**config.mk**
```make
export PLATFORM = sky130hd
export DESIGN_NAME = alu32
export DESIGN_NICKNAME = d
export VERILOG_FILES = /design/src/rtl/alu32.sv
export SDC_FILE = /design/constraint.sdc
export NUM_CORES = 1
export LEC_CHECK = 0
export BUFFER_PORTS_ARGS = -buffer_cell sky130_fd_sc_hd__buf_2
export CORE_AREA = 2 2 160 162
export DETAILED_ROUTE_END_ITERATION = 8
export DIE_AREA = 0 0 162 164
export GPL_TIMING_DRIVEN = 0
export SLEW_MARGIN = 20
export SYNTH_ARGS = -nofsm -noshare
export SYNTH_HDL_FRONTEND = slang
export SYNTH_SLANG_ARGS = --single-unit
```
**constraint.sdc**
```tcl
create_clock -name vclk -period 6.7
set_clock_uncertainty 0.05 [all_clocks]
set_input_delay 0.335 -clock vclk [all_inputs]
set_output_delay 0.335 -clock vclk [all_outputs]
set_load 0.02 [all_outputs]
```
**src/rtl/alu32.sv**
```systemverilog
module alu32 #(
  parameter int XLEN = 32,
  parameter int IMMW = 16
) (
  input  logic [XLEN-1:0]         a_i,
  input  logic [XLEN-1:0]         b_i,
  input  logic [IMMW-1:0]         imm_i,
  input  logic [$clog2(XLEN)-1:0] shamt_i,
  input  logic [4:0]              op_i,
  output logic [XLEN-1:0]         result_o,
  output logic                    ovf_o
);
  localparam int SHW = $clog2(XLEN);
  localparam int PADW = XLEN - IMMW;

  localparam logic [4:0] OP_ADD  = 5'd0,  OP_ADDU = 5'd1,  OP_SUB  = 5'd2,
                         OP_SUBU = 5'd3,  OP_ADDI = 5'd4,  OP_ADDIU= 5'd5,
                         OP_AND  = 5'd6,  OP_OR   = 5'd7,  OP_XOR  = 5'd8,
                         OP_NOR  = 5'd9,  OP_ANDI = 5'd10, OP_ORI  = 5'd11,
                         OP_XORI = 5'd12, OP_SLL  = 5'd13, OP_SRL  = 5'd14,
                         OP_SRA  = 5'd15, OP_SLLV = 5'd16, OP_SRLV = 5'd17,
                         OP_SRAV = 5'd18, OP_LUI  = 5'd19;

  logic [XLEN-1:0] imm_sx, imm_zx, addend, sum;
  logic [SHW-1:0]  amt;
  logic            is_sub, is_imm, signed_op;

  assign imm_sx = {{PADW{imm_i[IMMW-1]}}, imm_i};
  assign imm_zx = {{PADW{1'b0}}, imm_i};

  assign is_sub    = (op_i == OP_SUB) || (op_i == OP_SUBU);
  assign is_imm    = (op_i == OP_ADDI) || (op_i == OP_ADDIU);
  assign signed_op = (op_i == OP_ADD) || (op_i == OP_SUB) || (op_i == OP_ADDI);

  assign addend = is_imm ? imm_sx : (is_sub ? ~b_i : b_i);
  assign sum    = a_i + addend + {{(XLEN-1){1'b0}}, is_sub};

  assign amt = (op_i == OP_SLLV || op_i == OP_SRLV || op_i == OP_SRAV)
             ? a_i[SHW-1:0] : shamt_i;

  always_comb begin
    case (op_i)
      OP_ADD, OP_ADDU, OP_SUB, OP_SUBU,
      OP_ADDI, OP_ADDIU:  result_o = sum;
      OP_AND:             result_o = a_i & b_i;
      OP_OR:              result_o = a_i | b_i;
      OP_XOR:             result_o = a_i ^ b_i;
      OP_NOR:             result_o = ~(a_i | b_i);
      OP_ANDI:            result_o = a_i & imm_zx;
      OP_ORI:             result_o = a_i | imm_zx;
      OP_XORI:            result_o = a_i ^ imm_zx;
      OP_SLL, OP_SLLV:    result_o = b_i << amt;
      OP_SRL, OP_SRLV:    result_o = b_i >> amt;
      OP_SRA, OP_SRAV:    result_o = $unsigned($signed(b_i) >>> amt);
      OP_LUI:             result_o = {imm_i, {PADW{1'b0}}};
      default:            result_o = '0;
    endcase
  end

  assign ovf_o = signed_op && (a_i[XLEN-1] == addend[XLEN-1])
                           && (sum[XLEN-1] != a_i[XLEN-1]);
endmodule


```
==> summary.txt <==
Status
  – Status: finished, final reports clean

Floorplan
  – Core Footprint: 24820 sq um
  – Die area: 26570 sq um
  – IO Pins: 123
  – Starting Density: 0.3926
  – Die Y: 164 um
  – Die width: 162 um
  – Rows: 58

Finish
  – Layout cells sized above 1: 0.1427
  – Most common cell after layout, fill and taps aside: buf_2
  – Seq_cells: 0
  – Most frequent cells in the layout: buf_2 (146), a21oi_1 (139), nand2_1 (136)
  – Clock buf count: 0
  – Layout area overhead: 10.77%
  – Final #Nets: 1762
  – Design Area, Final: 10790 sq um
  – Sequential cell area: 0 sq um
  – Final Util: 0.4349

Critical path
  – CP Cell Sequence: buf_2, clkbuf_1, nor4b_1, clkbuf_1, clkbuf_1, xnor2_1, a21oi_1, ha_1, and4_1, and4_1, nand3_1, a2111oi_1, o31ai_1, nand2b_1, o32a_1, nor2_1, or4_1, buf_2
  – Critical Path Max Stage Delay: 0.85 ns
  – Crit path launch: op_i[1]
  – CP endpoint kind: primary output
  – WP data arrival: 6.13 ns
  – Sum of buffers and inverters on the critical path: 5
  – Req. time, crit path: 6.31 ns
  – Crit Path Class: primary input to primary output
  – Slowest CP cell: a2111oi_1
  – Critical Path Most Common Cell: clkbuf_1
  – CP delay by family, top: buffers and inverters
  – Largest fanout on the critical path: 10
  – Crit start category: primary input

STA
  – Tmin final: 6.511 ns
  – Fin. Hold Viols: 0
  – RSZ-0062 raised after global routing: no
  – Fin crit share: 0.9718
  – Setup-failing EPs final: 0
  – Fmax: 153.6 MHz
  – Max-slew headroom: 0.1912
  – Final Max Tran Viols: 0
  – Worst slew pin tran: 1.209 ns
  – PnR worst setup slack: 0.1889 ns
  – Final hold slack: 1.088 ns

Synth
  – Synthesized Nets: 1640
  – Sequential fraction of the synthesis area: 0
  – Syn_area_per_cell: 6.852 sq um
  – Syn Inst Count: 1422
  – Yosys cell types: 82
  – Post-Syn Area: 9743 sq um
  – Ys Warns: 0

Global route
  – GR Overflow Total: 0
  – Largest net degree at the start of global routing: 11
  – Vias in the first global route: 12.46k
  – Initial antenna violation count: 3
  – Global-route wire length before repair: 88470 um
  – Total GRT Usage: 0.4601

Routing
  – Via count: 13.43k
  – Top sig layer: met5
  – DR WL met3: 7771 um
  – Detail Route Antenna Nets: 0
  – Total Wirelength: 63010 um
  – Vias per inst: 7.169
  – Initial drt markers: 1831
  – TritonRoute pass-1 iters: 6
  – DRC violations left: 0
  – WL per Instance: 33.64 um
  – Routed wl met2: 26370 um
  – Met1 Routed Length: 23450 um

Place
  – Pre-CTS setup slack: -0.1770 ns
  – Port Buffers: 119
  – Dpl cell area: 10770 sq um
  – Post-DP HPWL: 50330 um
  – GPL Wtd Cong: 1.111

Hold path
  – Hold Path Origin: a_i[29]
  – Worst min path class: primary input to primary output

Run
  – Max-cap check violation count: 0

CTS
  – Post-CTS Setup Inserts: 0
-- metal layers --
layer,vias up,global-route usage
met2,1160,0.7184
met1,6363,0.5786
li1,5591,-
met3,312,0.1028
met4,2,0.2784
met5,-,0
-- logic make-up (layout without fill, tap and decap cells) --
kind of cell / count (synthesis) / after routing / synth area share
compound gates: 555 / 555 / 0.3751
buf+inv: 208 / 328 / 0.08899
other cells: 0 / 1 / 0
simple gates: 369 / 369 / 0.1791
mux: 103 / 103 / 0.1378
fa+ha+maj: 128 / 128 / 0.1659
xor+xnor: 59 / 59 / 0.05304
-- area by class of cell --
type | count | area (sq um)
multi-input cells | 1214 | 8904
plain buffers | 114 | 518.0
fillers | 2749 | 14030
diodes | 1 | 2.502
well taps | 330 | 412.9
inverters | 94 | 352.8
repair buffers | 120 | 603.1
-- cell usage after synthesis (14+ instances only) --
library cell / count / area share
a21oi_1: 139 / 0.071
nand2_1: 136 / 0.052
ha_1: 126 / 0.16
o21ai_0: 123 / 0.063
inv_1: 93 / 0.036
nor2_1: 83 / 0.032
mux2i_1: 70 / 0.072
clkbuf_1: 64 / 0.025
xnor2_1: 52 / 0.047
nor3_1: 41 / 0.021
nand3_1: 37 / 0.019
o211ai_1: 35 / 0.027
o22ai_1: 29 / 0.019
buf_2: 27 / 0.014
a211oi_1: 26 / 0.020
mux4_2: 24 / 0.055
a221oi_1: 18 / 0.016
a21o_1: 16 / 0.012
a22oi_1: 16 / 0.012
nand2b_1: 15 / 0.0096
a31oi_1: 14 / 0.0090
buf_1: 14 / 0.0054
-- final timing paths --
| kind | end | slack (ns) | cells past startpoint |
|---|---|---|---|
| worst max-delay path | result_o[28] | 0.19 | 18 |
| worst min-delay path | result_o[29] | 1.09 | 4 |
-- metrics by stage --
stage	instances	TNS, ns
2_1_floorplan	1422	0
3_3_place_gp	1871	-0.1419
3_5_place_dp	1871	-0.1770
4_1_cts	1871	-0.0007701
5_1_grt	1872	0
6_report	1873	0
-- timing repair --
action,CTS,global route
endpoints found under the setup margin,2,6
pin swaps,0,0
gates resized for setup,1,7
hold buffers,0,0
-- tightest hold or removal path: cells and delay by family --
kind | cells | cell delay, ns
AO/OA/AOI/OAI | 2 | 0.17
buffers and inverters | 2 | 0.30
